$ cat config.mk
export PLATFORM = sky130hd
export DESIGN_NAME = pvic_top
export DESIGN_NICKNAME = d
export VERILOG_FILES = /design/src/rtl/pvic_pkg.sv /design/src/rtl/pvic_cmd_dec.sv /design/src/rtl/pvic_req.sv /design/src/rtl/pvic_prio.sv /design/src/rtl/pvic_top.sv
export SDC_FILE = /design/constraint.sdc
export NUM_CORES = 1
export LEC_CHECK = 0
export BUFFER_PORTS_ARGS = -buffer_cell sky130_fd_sc_hd__buf_4
export CAP_MARGIN = 20
export CORE_UTILIZATION = 57
export DETAILED_ROUTE_END_ITERATION = 8
export PLACE_DENSITY = 0.79
export SYNTH_ARGS = -nofsm -noshare
export SYNTH_HDL_FRONTEND = slang
export SYNTH_SLANG_ARGS = --single-unit
$ cat constraint.sdc
create_clock -name clk_i -period 3.2 [get_ports clk_i]
set_input_delay 0.32 -clock clk_i [delete_from_list [all_inputs] [get_ports clk_i]]
set_output_delay 0.32 -clock clk_i [all_outputs]
set_load 0.02 [all_outputs]
$ cat src/rtl/pvic_pkg.sv
package pvic_pkg;
  typedef enum logic [2:0] {
    ST_UNINIT,
    ST_BASE,
    ST_CASC,
    ST_MODE,
    ST_READY
  } init_st_e;

  typedef struct packed {
    logic       ns;
    logic       sp;
    logic [2:0] lvl;
  } eoi_cmd_t;
endpackage

$ cat src/rtl/pvic_cmd_dec.sv
module pvic_cmd_dec
  import pvic_pkg::*;
#(
  parameter int unsigned NUM_IRQ = 8,
  parameter int unsigned DATA_W  = 8,
  localparam int unsigned LVL_W  = $clog2(NUM_IRQ),
  localparam int unsigned BASE_W = DATA_W - LVL_W
) (
  input  logic               clk_i,
  input  logic               rst_ni,
  input  logic               wr_i,
  input  logic               addr_i,
  input  logic [DATA_W-1:0]  wdata_i,
  output logic               ready_o,
  output logic               ltim_o,
  output logic               single_o,
  output logic [BASE_W-1:0]  base_o,
  output logic [NUM_IRQ-1:0] imr_o,
  output logic               rd_isr_o,
  output logic               start_o,
  output eoi_cmd_t           eoi_o
);
  init_st_e st_q;
  logic need_mode_q;
  logic even_wr, odd_wr, ctl_wr;

  assign even_wr = wr_i && !addr_i;
  assign odd_wr  = wr_i && addr_i;
  assign start_o = even_wr && wdata_i[4];
  assign ready_o = (st_q == ST_READY);
  assign ctl_wr  = even_wr && !wdata_i[4] && ready_o;

  always_ff @(posedge clk_i or negedge rst_ni) begin
    if (!rst_ni) begin
      st_q        <= ST_UNINIT;
      need_mode_q <= 1'b0;
      ltim_o      <= 1'b0;
      single_o    <= 1'b1;
      base_o      <= '0;
      imr_o       <= '0;
      rd_isr_o    <= 1'b0;
    end else if (start_o) begin
      st_q        <= ST_BASE;
      ltim_o      <= wdata_i[3];
      single_o    <= wdata_i[1];
      need_mode_q <= wdata_i[0];
      imr_o       <= '0;
      rd_isr_o    <= 1'b0;
    end else if (odd_wr) begin
      unique case (st_q)
        ST_BASE: begin
          base_o <= wdata_i[DATA_W-1:LVL_W];
          if (!single_o)        st_q <= ST_CASC;
          else if (need_mode_q) st_q <= ST_MODE;
          else                  st_q <= ST_READY;
        end
        ST_CASC:  st_q <= need_mode_q ? ST_MODE : ST_READY;
        ST_MODE:  st_q <= ST_READY;
        ST_READY: imr_o <= wdata_i[NUM_IRQ-1:0];
        default:  st_q <= st_q;
      endcase
    end else if (ctl_wr && wdata_i[3] && wdata_i[1]) begin
      rd_isr_o <= wdata_i[0];
    end
  end

  always_comb begin
    eoi_o     = '0;
    eoi_o.lvl = wdata_i[2:0];
    if (ctl_wr && !wdata_i[3]) begin
      eoi_o.ns = (wdata_i[7:5] == 3'b001);
      eoi_o.sp = (wdata_i[7:5] == 3'b011);
    end
  end
endmodule

$ cat src/rtl/pvic_req.sv
module pvic_req #(
  parameter int unsigned NUM_IRQ = 8
) (
  input  logic               clk_i,
  input  logic               rst_ni,
  input  logic [NUM_IRQ-1:0] irq_i,
  input  logic               ltim_i,
  input  logic               clr_i,
  input  logic [NUM_IRQ-1:0] ack_oh_i,
  output logic [NUM_IRQ-1:0] irr_o
);
  logic [NUM_IRQ-1:0] irq_q;

  always_ff @(posedge clk_i or negedge rst_ni) begin
    if (!rst_ni) irq_q <= '0;
    else         irq_q <= irq_i;
  end

  for (genvar i = 0; i < NUM_IRQ; i++) begin : g_bit
    logic rise;
    assign rise = irq_i[i] && !irq_q[i];
    always_ff @(posedge clk_i or negedge rst_ni) begin
      if (!rst_ni)          irr_o[i] <= 1'b0;
      else if (clr_i)       irr_o[i] <= 1'b0;
      else if (ack_oh_i[i]) irr_o[i] <= 1'b0;
      else if (ltim_i)      irr_o[i] <= irq_i[i];
      else if (rise)        irr_o[i] <= 1'b1;
    end
  end
endmodule

$ cat src/rtl/pvic_prio.sv
module pvic_prio #(
  parameter int unsigned NUM_IRQ = 8,
  localparam int unsigned LVL_W  = $clog2(NUM_IRQ)
) (
  input  logic [NUM_IRQ-1:0] vec_i,
  output logic               any_o,
  output logic [LVL_W-1:0]   idx_o,
  output logic [NUM_IRQ-1:0] oh_o
);
  assign any_o = |vec_i;
  assign oh_o  = vec_i & (~vec_i + NUM_IRQ'(1));

  always_comb begin
    idx_o = '0;
    for (int i = NUM_IRQ - 1; i >= 0; i--) begin
      if (vec_i[i]) idx_o = LVL_W'(i);
    end
  end
endmodule

$ cat src/rtl/pvic_top.sv
module pvic_top
  import pvic_pkg::*;
#(
  parameter int unsigned NUM_IRQ = 8,
  parameter int unsigned DATA_W  = 8,
  localparam int unsigned LVL_W  = $clog2(NUM_IRQ),
  localparam int unsigned BASE_W = DATA_W - LVL_W
) (
  input  logic              clk_i,
  input  logic              rst_ni,
  input  logic              wr_i,
  input  logic              addr_i,
  input  logic [DATA_W-1:0] wdata_i,
  output logic [DATA_W-1:0] rdata_o,
  input  logic [NUM_IRQ-1:0] irq_i,
  output logic              int_o,
  input  logic              inta_i,
  output logic [DATA_W-1:0] vector_o,
  output logic              vector_vld_o,
  output logic              cascade_o
);
  logic               ready, ltim, single, rd_isr, start;
  logic [BASE_W-1:0]  base;
  logic [NUM_IRQ-1:0] imr, irr, isr_q, isr_d, pend, win_oh, isr_oh, ack_oh;
  logic               pend_any, isr_any, grant;
  logic [LVL_W-1:0]   win_idx, isr_idx;
  eoi_cmd_t           eoi;

  pvic_cmd_dec #(.NUM_IRQ(NUM_IRQ), .DATA_W(DATA_W)) i_dec (
    .clk_i, .rst_ni, .wr_i, .addr_i, .wdata_i,
    .ready_o(ready), .ltim_o(ltim), .single_o(single), .base_o(base),
    .imr_o(imr), .rd_isr_o(rd_isr), .start_o(start), .eoi_o(eoi)
  );

  pvic_req #(.NUM_IRQ(NUM_IRQ)) i_req (
    .clk_i, .rst_ni, .irq_i, .ltim_i(ltim), .clr_i(start),
    .ack_oh_i(ack_oh), .irr_o(irr)
  );

  assign pend = irr & ~imr;

  pvic_prio #(.NUM_IRQ(NUM_IRQ)) i_prio_req (
    .vec_i(pend), .any_o(pend_any), .idx_o(win_idx), .oh_o(win_oh)
  );

  pvic_prio #(.NUM_IRQ(NUM_IRQ)) i_prio_isr (
    .vec_i(isr_q), .any_o(isr_any), .idx_o(isr_idx), .oh_o(isr_oh)
  );

  assign int_o  = ready && pend_any && (!isr_any || (win_idx < isr_idx));
  assign grant  = inta_i && int_o;
  assign ack_oh = grant ? win_oh : '0;

  always_comb begin
    isr_d = isr_q | ack_oh;
    if (eoi.ns) isr_d = isr_d & ~isr_oh;
    if (eoi.sp) isr_d[eoi.lvl] = 1'b0;
  end

  always_ff @(posedge clk_i or negedge rst_ni) begin
    if (!rst_ni)    isr_q <= '0;
    else if (start) isr_q <= '0;
    else            isr_q <= isr_d;
  end

  always_ff @(posedge clk_i or negedge rst_ni) begin
    if (!rst_ni) begin
      vector_o     <= '0;
      vector_vld_o <= 1'b0;
    end else begin
      vector_vld_o <= inta_i;
      if (inta_i) vector_o <= {base, grant ? win_idx : {LVL_W{1'b1}}};
    end
  end

  assign rdata_o   = addr_i ? imr : (rd_isr ? isr_q : irr);
  assign cascade_o = ready && !single;
endmodule

# Yosys cells after proc, flatten, opt, wreduce, memory -nomap -nowiden
# Cells that the tools add are included.
# totals
romBits	0
ff_bits	53
ramBits	0
elab_cells	165
latch_bits	0
out_inout_bits	19
memories	0
inputBits	21
# classes
bitwise_logic	12
order_cmp	3
addsub	2
div	0
n_eq_ne	7
n_mul	0
mux	69
n_reduce_logical	53
n_shift	0
# op_table
operator	n
$mux W8	9
$mux W3	21
$and A8 B8 Y8	5
$not A8 Y8	5
$mux W1	36
$reduce_bool A4 Y1	9
$logic_and A1 B1 Y1	21
$add A8 B1 Y8 const B	2
$reduce_or A8 Y1	2
$logic_not A1 Y1	13
$eq A3 B2 Y1 const B	3
$pmux W3 S3	1
$or A8 B8 Y8	1
$eq A3 B1 Y1 const B	2
$reduce_and A2 Y1	3
$reduce_bool A2 Y1	3
$lt A3 B4 Y1 const B	1
$demux W1 S3	1
$eq A3 B3 Y1 const B	1
$ge A3 B1 Y1 const B	1
$lt A3 B3 Y1	1
$reduce_and A3 Y1	1
$mux W2	1
$ne A2 B1 Y1 const B	1
2 further kinds	2

# Depth between registers and ports, before layout
# Gate-level depths: netlist of the first run.
# depth
word_depth	21
depth_mapped	11

# Hierarchy
# Synthesis of the first run repeated with hierarchy kept, for this count alone.
# hier_totals
hier_cells	316
area_unflattened_um2	3022.9
# by_module_without_submodules
mod	n_inst	seq_area_each_um2	area_each_um2	cells_per_inst
pvic_top	1	425.4	1131.1	131
pvic_cmd_dec	1	501.7	970.9	89
pvic_req	1	400.4	643.1	50
pvic_prio	2	0.0	138.9	23

# Least setup slack after synthesis of the first run
# OpenSTA, ideal clock, no wires.
# synth_path
path_type	flip-flop to output port
start	reg isr_q[1]
end	out int_o
t_required_ns	2.880
stages_incl_launch_ff	9
setup_slack_ns	0.629
arrival_ns	2.251
path_cell_list	dfrtp_1 buf_6 or4_4 nand2b_1 ha_1 a211oi_1 o211ai_1 a2bb2oi_1 nor2_1
# synth_via
elab_chain_cells	5
# synth_rtl
element	line_no	text
start: declaration	pvic_top.sv:24	logic [NUM_IRQ-1:0] imr, irr, isr_q, isr_d, pend, win_oh, isr_oh, ack_oh;
start signal: assignment	pvic_top.sv:63	else isr_q <= isr_d;
$mux W3 (2 in series)	pvic_prio.sv:16	if (vec_i[i]) idx_o = LVL_W'(i);
$lt A3 B3 Y1	pvic_top.sv:50	assign int_o = ready && pend_any && (!isr_any || (win_idx < isr_idx));
$logic_or A1 B1 Y1 (*)	pvic_top.sv:50	
$logic_and A1 B1 Y1 (*)	pvic_top.sv:50	
end: declaration	pvic_top.sv:16	output logic int_o,
# Every way passes the cells marked *; elsewhere a longest branch is shown, timed or not.

# Worst setup path in the final report of the first run
# Ends and elaborated chain as after synthesis.

==> impl_results.md, run 1 <==
* Status: finished clean
* Final setup TNS at 0 ns
* Routability cong. at 0.896
* Post-CTS Setup Bufs at 0
* CP max stage delay at 0.54 ns
* Min cycle time layout at 3.04 ns
* Synth cell types at 55
* Internal cell power at 1.57 mW
* Psw at 0.897 mW
* Worst hold slack at 0.0248 ns
* Ys async rst share at 100%
* Starting density of the core at 59.9%
* Endpoints failing setup at 0
* Synth Cell Area at 2870 um^2
* FF-to-FF path depth at 7
* Die Y at 72.9 um
* Root buffer cell: clkbuf_8
* Yosys top cell area share at 45.4%
* Register area share after synthesis at 46.3%
* Most common cell after layout, fill and taps aside: dfrtp_1
* Max-slew headroom at 41.7%
* Slew @ Worst Pin at 0.871 ns
* Detailed-route wire length per cell at 16.9 um
* Crit share post-route at 95.1%
* Clk buf depth at 2
* Final HPWL DP at 5.00 mm
* Antenna-violating nets left at 0
* Main flop type after synthesis: dfrtp_1
* Number of flops mapped to enable cells by yosys at 0
* RSZ-0062 raised after global routing: no
* Clock Power Share at 22.2%
* WP buf/inv at 1
* Crit start category: flip-flop
* Worst EP required at 2.88 ns
* Crit Path Category: reg2out
* Most frequent cells in the layout: dfrtp_1, nand2_1, buf_4
* Fin area at 3320 um^2
* Fin. max-slew vios at 0
* Final Hold Fails at 0
* Yosys reg bits at 53
* # nets final at 356
* Worst Skew at 0.00809 ns
* Worst R2R Setup Slack at 0.43 ns
* Port Buf Inserts at 39
* Post-DP Area at 3180 um^2
* Synth-to-Final Area Change at 15.6%
* Filler cell count in the final layout at 403
* Core area at 4790 um^2
* Largest net degree at the start of global routing at 54
* Synth area leaders: dfrtp_1, nand2_1, o21ai_0, mux2_2, mux2i_1
* Critical Path End Type: primary output
* Rows at 25
* WP depth at 8
* Die W at 72.9 um
* Total number of vias at 2405
* Leakage at 1.40 nW
* Initial drt markers at 188
* Sw frac at 36.4%
* Initial antenna violation count at 0
* DR vias/cell at 6.00
* Peak supply drop at 0.417 mV
* Max Clock Freq at 329 MHz
* Crit path max fanout at 9
* Routed Wire Length at 6.76 mm
* Pwr Total at 2.47 mW
* Combinational Power Share at 36.7%
* Area of the multi-input gates at 1430 um^2
* Sink Count at 53
* Total gr overflow at 0
* Crit path max-delay family: simple AND/OR/NAND/NOR gates
* Post-Synthesis Cells at 302
* Total die area at 5320 um^2
* Sequential Power Share at 41.1%
* Post-Syn Nets at 325
* TritonCTS clock tree: built
* Hold Path Class: in2async
* DRC errors left at 0
* Layout cells sized above 1 at 20.7%
* Syn. warnings at 0
* Clk_lat worst skew at 0.31 ns
* Clock slew at reported path FFs at 0.10 ns
* Top cell type by total area after synthesis: dfrtp_1
* Total of max-cap violations at 0
* Drt pass-1 iters at 4
* GRT Overall Usage at 27.9%
* IO Pins at 40
* Resized cells post-CTS at 0
* Pwr Density at 744 nW/um^2
* CTS buffer count at 5
* Via count of the first global-routing pass at 2328
* Avg Inst Size Synth at 9.50 um^2
* H-tree depth at 2
* Quantity of hold-fixing buffers added after cts at 0
* CP arrival at 2.72 ns
* First-pass GRT wire length at 11.1 mm
* Reg area at 1330 um^2
* Antenna cells at 0
* Crit-path cells: or4_4 -> nand2b_1 -> ha_1 -> a211oi_1 -> o211ai_1 -> a2bb2oi_1 -> nor2_1 -> buf_4
* CP max stage cell: or4_4
area by class of cell:
class,count,area share (%)
clock buffer,5,2.08
inverter,9,1.02
sequential,53,40.0
timing repair buffer,41,9.28
multi-input combinational,223,43.0
tap,67,2.53
clock inverter,3,2.08
worst register-to-register path, delay by kind of cell, from the launching register on:
family	cells	cell delay, ns
DFF	1	0.49
AOI/OAI and AO/OA	4	1.17
adders and majority gates	1	0.29
and+or+nand+nor	2	0.71
layer usage:
layer | share of wire (%) | global-route usage, % | vias to the layer above
met1 | 43 | 37.0 | 1156
met2 | 49 | 46.8 | 77
li1 | - | - | 1162
met3 | 6.1 | 4.83 | 10
met5 | 0 | 0 | -
met4 | 1.7 | 8.71 | 0
kinds of logic after synthesis:
family / Yosys count / synth area share [%]
flops: 53 / 46.3
fa+ha+maj: 2 / 0.872
simple gates: 118 / 21.9
compound gates: 83 / 19.5
buf+inv: 26 / 4.06
mux: 20 / 7.41
worst paths after layout:
check                                      from               to
worst max-delay path                   isr_q[1]            int_o
worst min-delay path                     rst_ni    i_dec.st_q[0]
worst max register to register         isr_q[1]      vector_o[0]
worst min register to register  i_dec.base_o[3]  i_dec.base_o[3]
max in group asynchronous                rst_ni   i_req.irq_q[2]
min in group clk_i                     irq_i[3]   i_req.irq_q[3]
power groups by stage:
stage	Combinational [mW]	Sequential, mW	Clock [mW]
2_1_floorplan	0.604	1.01	0
3_3_place_gp	0.879	1.01	0
3_5_place_dp	0.899	1.02	0
4_1_cts	0.904	1.01	0.559
5_1_grt	0.984	1.04	0.579
6_report	0.904	1.01	0.548
stage by stage:
| stage | setup WS (ns) | util (%) | cells |
|---|---|---|---|
| CTS | 0.179 | 69.3 | 401 |
| global route | 0.0143 | 69.3 | 401 |
| finish | 0.158 | 69.3 | 401 |
| global placement | 0.593 | 66.4 | 393 |
| detailed placement | 0.494 | 66.4 | 393 |
| floorplan | 0.629 | - | 302 |
Yosys cell counts (5+ instances only):
cell,instances
a21boi_0,6
a21oi_1,11
clkbuf_1,12
dfrtp_1,52
inv_1,9
mux2_2,10
mux2i_1,10
nand2_1,44
nand2b_1,9
nand4_1,6
nor2_1,18
nor2b_1,7
nor3_1,7
o21ai_0,28
o31ai_1,5
flip-flops by register name, indices dropped and copies added (netlist names):
register	cells
vector_o	8
isr_q	8
i_dec.base_o	5
i_dec.imr_o	8
i_req.irq_q	8
vector_vld_o	1
i_dec.st_q	3
i_dec.rd_isr_o	1
i_dec.ltim_o	1
i_req.irr_o	8
i_dec.need_mode_q	1
i_dec.single_o	1
Power figures use the tool's default switching activity.
==> run 2: changes to the inputs <==
- CORE_UTILIZATION: 57 -> 59
- CTS_BUF_LIST: unset -> sky130_fd_sc_hd__clkbuf_4 sky130_fd_sc_hd__clkbuf_8
- PLACE_DENSITY: 0.79 -> 0.82
- SLEW_MARGIN: unset -> 20
- clock period: 3.2 -> 2.9 ns (I/O delays scaled with it)
==> run 2 against run 1 <==
Non-clock buffer count grew 6; total power grew 6.2%; wire length grew 6.3%; design area is essentially flat; sequential power grew 9%; clock-buffer cell count grew 2.
==> impl_results.md, run 2 (synthesized netlist as in run 1, its figures left out) <==
* GRT Overall Usage at 30.2%
* Final Non-Filler Cells at 394
* Initial drt markers at 159
* Most frequent cells in the layout: dfrtp_1, buf_4, nand2_1
* # nets final at 362
* Final Util at 70.7%
* Total gr overflow at 0
* Critical Path End Type: primary output
* Total of max-cap violations at 0
* Crit share post-route at 96.0%
* WP depth at 8
* Sink Count at 53
* Post-DP Area at 3180 um^2
* CP max stage cell: or4_4
* Quantity of hold-fixing buffers added after cts at 0
* Crit path max-delay family: simple AND/OR/NAND/NOR gates
* Detailed-route wire length per cell at 18.2 um
* DR WL met3 at 429 um
* Clock slew at reported path FFs at 0.09 ns
* Leakage at 1.40 nW
* H-tree depth at 2
* Most common cell after layout, fill and taps aside: dfrtp_1
* Crit path max fanout at 4
* Initial antenna violation count at 0
* Worst R2R Start: isr_q[3]
* Clk buf depth at 2
* Rows at 25
* First-pass GRT wire length at 11.7 mm
* Total number of vias at 2515
* Die W at 71.7 um
* Crit-path cells: or4_4 -> nand2b_1 -> ha_4 -> a211oi_2 -> o211ai_1 -> a2bb2oi_1 -> nor2_1 -> buf_4
* Peak supply drop at 0.476 mV
* Hold Path Class: in2async
* Clk_lat worst skew at 0.31 ns
* Worst R2R Setup Slack at 0.28 ns
* Filler cell count in the final layout at 390
* RSZ-0062 raised after global routing: no
* Worst setup path endpoint: int_o
* Routability cong. at 0.909
* Crit Reg-Reg Endpoint: vector_o[0]
* Crit path from: isr_q[3]
* Final setup TNS at 0 ns
* Min cycle time layout at 2.78 ns
* Crit start category: flip-flop
* Port Buf Inserts at 39
* DR vias/cell at 6.38
* Starting density of the core at 61.1%
* Die Y at 71.7 um
* DRC errors left at 0
* Metal1 wirelength at 3.04 mm
* CP max stage delay at 0.58 ns
* Reg area at 1330 um^2
* Fin. max-slew vios at 0
* Crit Path Category: reg2out
* Final HPWL DP at 5.15 mm
* Core area at 4690 um^2
* Worst EP required at 2.61 ns
* Pwr Density at 789 nW/um^2
* Highest metal used: met4
* Slew @ Worst Pin at 0.856 ns
* CTS buffer count at 5
* Cells after DPL at 383
* Total die area at 5150 um^2
* WP buf/inv at 1
* Largest net degree at the start of global routing at 54
* Fin area at 3320 um^2
* Max Clock Freq at 359 MHz
* TritonCTS clock tree: built
* Endpoints failing setup at 0
* FF-to-FF path depth at 8
* Routed Wire Length at 7.19 mm
* Antenna cells at 0
* Met2 WL at 3.49 mm
* CP arrival at 2.49 ns
* Final Hold Fails at 0
* Worst hold slack at 0.0131 ns
* Antenna-violating nets left at 0
* Root buffer cell: clkbuf_8
* Max-slew headroom at 42.8%
* Drt pass-1 iters at 4
* Status: finished clean
* Layout cells sized above 1 at 23.2%
* Via count of the first global-routing pass at 2393
* Worst Skew at 0.00313 ns
* Synth-to-Final Area Change at 15.7%
* IO Pins at 40
* Area of the multi-input gates at 1440 um^2
## run 2: layer usage
layer / up-vias / GRT usage, %
met5: - / 0
met2: 98 / 47.9
met4: 0 / 13.3
li1: 1175 / -
met3: 18 / 5.49
met1: 1224 / 40.9
## run 2: worst min path at each step
stage | startpoint | endpoint | slack [ns]
after global placement | rst_ni | i_req.irq_q[5] | 0.37
final | rst_ni | i_req.irq_q[5] | 0.01
after detailed placement | rst_ni | i_req.irq_q[5] | 0.37
after CTS | rst_ni | i_req.irq_q[5] | 0.03
after global routing | rst_ni | i_req.irq_q[7] | 0.06
after floorplan | rst_ni | i_dec.base_o[0] | -0.006
## run 2: what timing repair did
action,in CTS,in global routing
pin swaps,0,1
setup buffers,2,1
endpoints found under the setup margin,1,1
resized for setup,2,2
## run 2: cell type report
cell class / instances / area share (%)
multi-input cells: 223 / 43.5
flip-flops and latches: 53 / 40.1
repair buffers: 47 / 10.6
clock buffers: 7 / 2.53
well taps: 54 / 2.04
inverters: 9 / 1.02
clock inverters: 1 / 0.226
## run 2: stage by stage
stage          setup slack (ns)  total power [mW]
2_1_floorplan             0.359              1.79
3_3_place_gp              0.300              2.10
3_5_place_dp              0.200              2.14
4_1_cts                  0.0209              2.59
5_1_grt                  0.0232              2.77
6_report                  0.116              2.62
## run 2: report_power, final
part / switching, mW / leakage, nW / internal, mW
Clock: 0.243 / 0.0453 / 0.190
Sequential: 0.167 / 0.649 / 0.931
Combinational: 0.593 / 0.708 / 0.494
Total: 1.00 / 1.40 / 1.62
==> run 3: changes to the inputs <==
- CORE_UTILIZATION: 59 -> 58
- PLACE_DENSITY: 0.82 -> 0.8
==> run 3 against run 2 <==
Wire length decreased by 1.3%; die area increased by 1.7%; combinational power about the same; sequential share of layout area decreased by 0.46 points; first-iteration DRC count increased by 16%; total power increased by 2.8%; worst hold slack got worse by 0.0041 ns; clock-buffer cell count unchanged; critical path type unchanged; critical endpoint unchanged; largest power group unchanged.
==> impl_results.md, run 3 (synthesized netlist as in run 1, its figures left out) <==
* Clk_lat worst skew at 0.30 ns
* Worst Skew at 0.00775 ns
* Met1 Usage GRT at 37.1%
* Core area at 4750 um^2
* FF-to-FF path depth at 8
* Largest net degree at the start of global routing at 54
* Status: finished clean
* M2 GR Usage at 48.1%
* Sink Count at 53
* Min cycle time layout at 2.81 ns
* DRC errors left at 0
* Final Hold Fails at 0
* Crit share post-route at 96.9%
* Leakage at 1.42 nW
* GR peak layer: met2
* Reg area at 1330 um^2
* Max Clock Freq at 356 MHz
* Synth-to-Final Area Change at 17.1%
* Peak supply drop at 0.427 mV
* Layout cells sized above 1 at 23.5%
* IO Pins at 40
* First-pass GRT wire length at 11.3 mm
* Most common cell after layout, fill and taps aside: dfrtp_1
* GRT Overall Usage at 28.3%
* Clk buf depth at 2
* Fin. max-slew vios at 0
* Total of max-cap violations at 0
* Pwr Total at 2.69 mW
* Crit Reg-Reg Endpoint: isr_q[1]
* CP arrival at 2.52 ns
* Setup WS post-layout at 0.0910 ns
* Final HPWL DP at 5.22 mm
* Via count of the first global-routing pass at 2321
* Filler cell count in the final layout at 401
* Endpoints failing setup at 0
* H-tree depth at 2
* Area of the multi-input gates at 1430 um^2
* Antenna-violating nets left at 0
* Worst EP required at 2.61 ns
* Worst R2R Start: isr_q[2]
* Routed Wire Length at 7.10 mm
* Most frequent cells in the layout: dfrtp_1, buf_4, nand2_1
* Total gr overflow at 0
* Total number of vias at 2498
* Setup slack at placement at 0.220 ns
* Clock slew at reported path FFs at 0.09 ns
* Routability cong. at 0.899
* Critical Path End Type: primary output
* Hold Path Class: in2async
* Worst R2R Setup Slack at 0.28 ns
* Initial drt markers at 184
* Total die area at 5230 um^2
* Port Buf Inserts at 39
* Root buffer cell: clkbuf_8
* Crit path max fanout at 5
* TritonCTS clock tree: built
* Die Y at 72.3 um
* Antenna cells at 0
* # nets final at 363
* Slew @ Worst Pin at 0.799 ns
* Crit Path Category: reg2out
* Pwr Density at 801 nW/um^2
* Die W at 72.3 um
* Rows at 25
* Initial antenna violation count at 0
* Crit start category: flip-flop
* Detailed-route wire length per cell at 17.4 um
* Drt pass-1 iters at 5
* Starting density of the core at 60.3%
* Max-slew headroom at 46.5%
* Met3 Use GR at 5.69%
* CTS buffer count at 5
* DR vias/cell at 6.12
==> run 3: final cells by class <==
type / count / share of cell area (%)
Sequential cell: 53 / 39.6
Timing Repair Buffer: 48 / 10.7
Multi-Input combinational cell: 223 / 42.6
Clock buffer: 7 / 2.68
Inverter: 9 / 1.01
Tap cell: 67 / 2.50
Clock inverter: 1 / 0.894
==> run 3: critical path, cell delays in order, from the launching register on <==
cell and delay, ns:
dfrtp_2 0.44, or4_4 0.55, nand2b_1 0.17, ha_1 0.30, a211oi_2 0.22, o211ai_1 0.12, a2bb2oi_1 0.16, nor2_1 0.12
buf_4 0.14
==> run 3: worst max path at each step <==
stage                         from             end  depth (start not counted)
after floorplan           isr_q[1]           int_o                          8
after detailed placement  isr_q[3]  i_req.irr_o[0]                          7
after CTS                 isr_q[3]           int_o                          8
after global routing      isr_q[2]           int_o                          8
final                     isr_q[2]           int_o                          8
after global placement    isr_q[3]     vector_o[1]                          7
==> run 3: power breakdown <==
| part | switching (mW) | internal [mW] | leakage (nW) | total [mW] |
|---|---|---|---|---|
| clock | 0.235 | 0.291 | 0.0619 | 0.526 |
| combinational | 0.583 | 0.479 | 0.714 | 1.06 |
| sequential | 0.173 | 0.932 | 0.647 | 1.11 |
| total | 0.991 | 1.70 | 1.42 | 2.69 |
==> run 3: layer usage <==
metal / part of all wire, % / wire length, um / vias to the layer above
met1: 43 / 3050 / 1219
met2: 49 / 3500 / 94
met5: 0 / 0 / -
met3: 6.0 / 424 / 15
met4: 1.7 / 119 / 0
li1: - / - / 1170
==> run 3: what timing repair did <==
action	4_1_cts	5_1_grt
setup endpoints to repair	1	1
pin swaps	0	1
resized for setup	1	3
cloned	0	0
hold buffers	0	0
buffers inserted	0	3
==> run 3: through the flow <==
step                area, um^2  util [%]  instances  hold slack, ns  setup TNS [ns]
floorplan                 2870         -        302        -0.00559               0
global placement          3210      67.5        397           0.365               0
detailed placement        3210      67.5        397           0.361               0
CTS                       3330      70.1        405          0.0366               0
global route              3360      70.7        408          0.0755        -0.00207
finish                    3360      70.7        408         0.00906               0
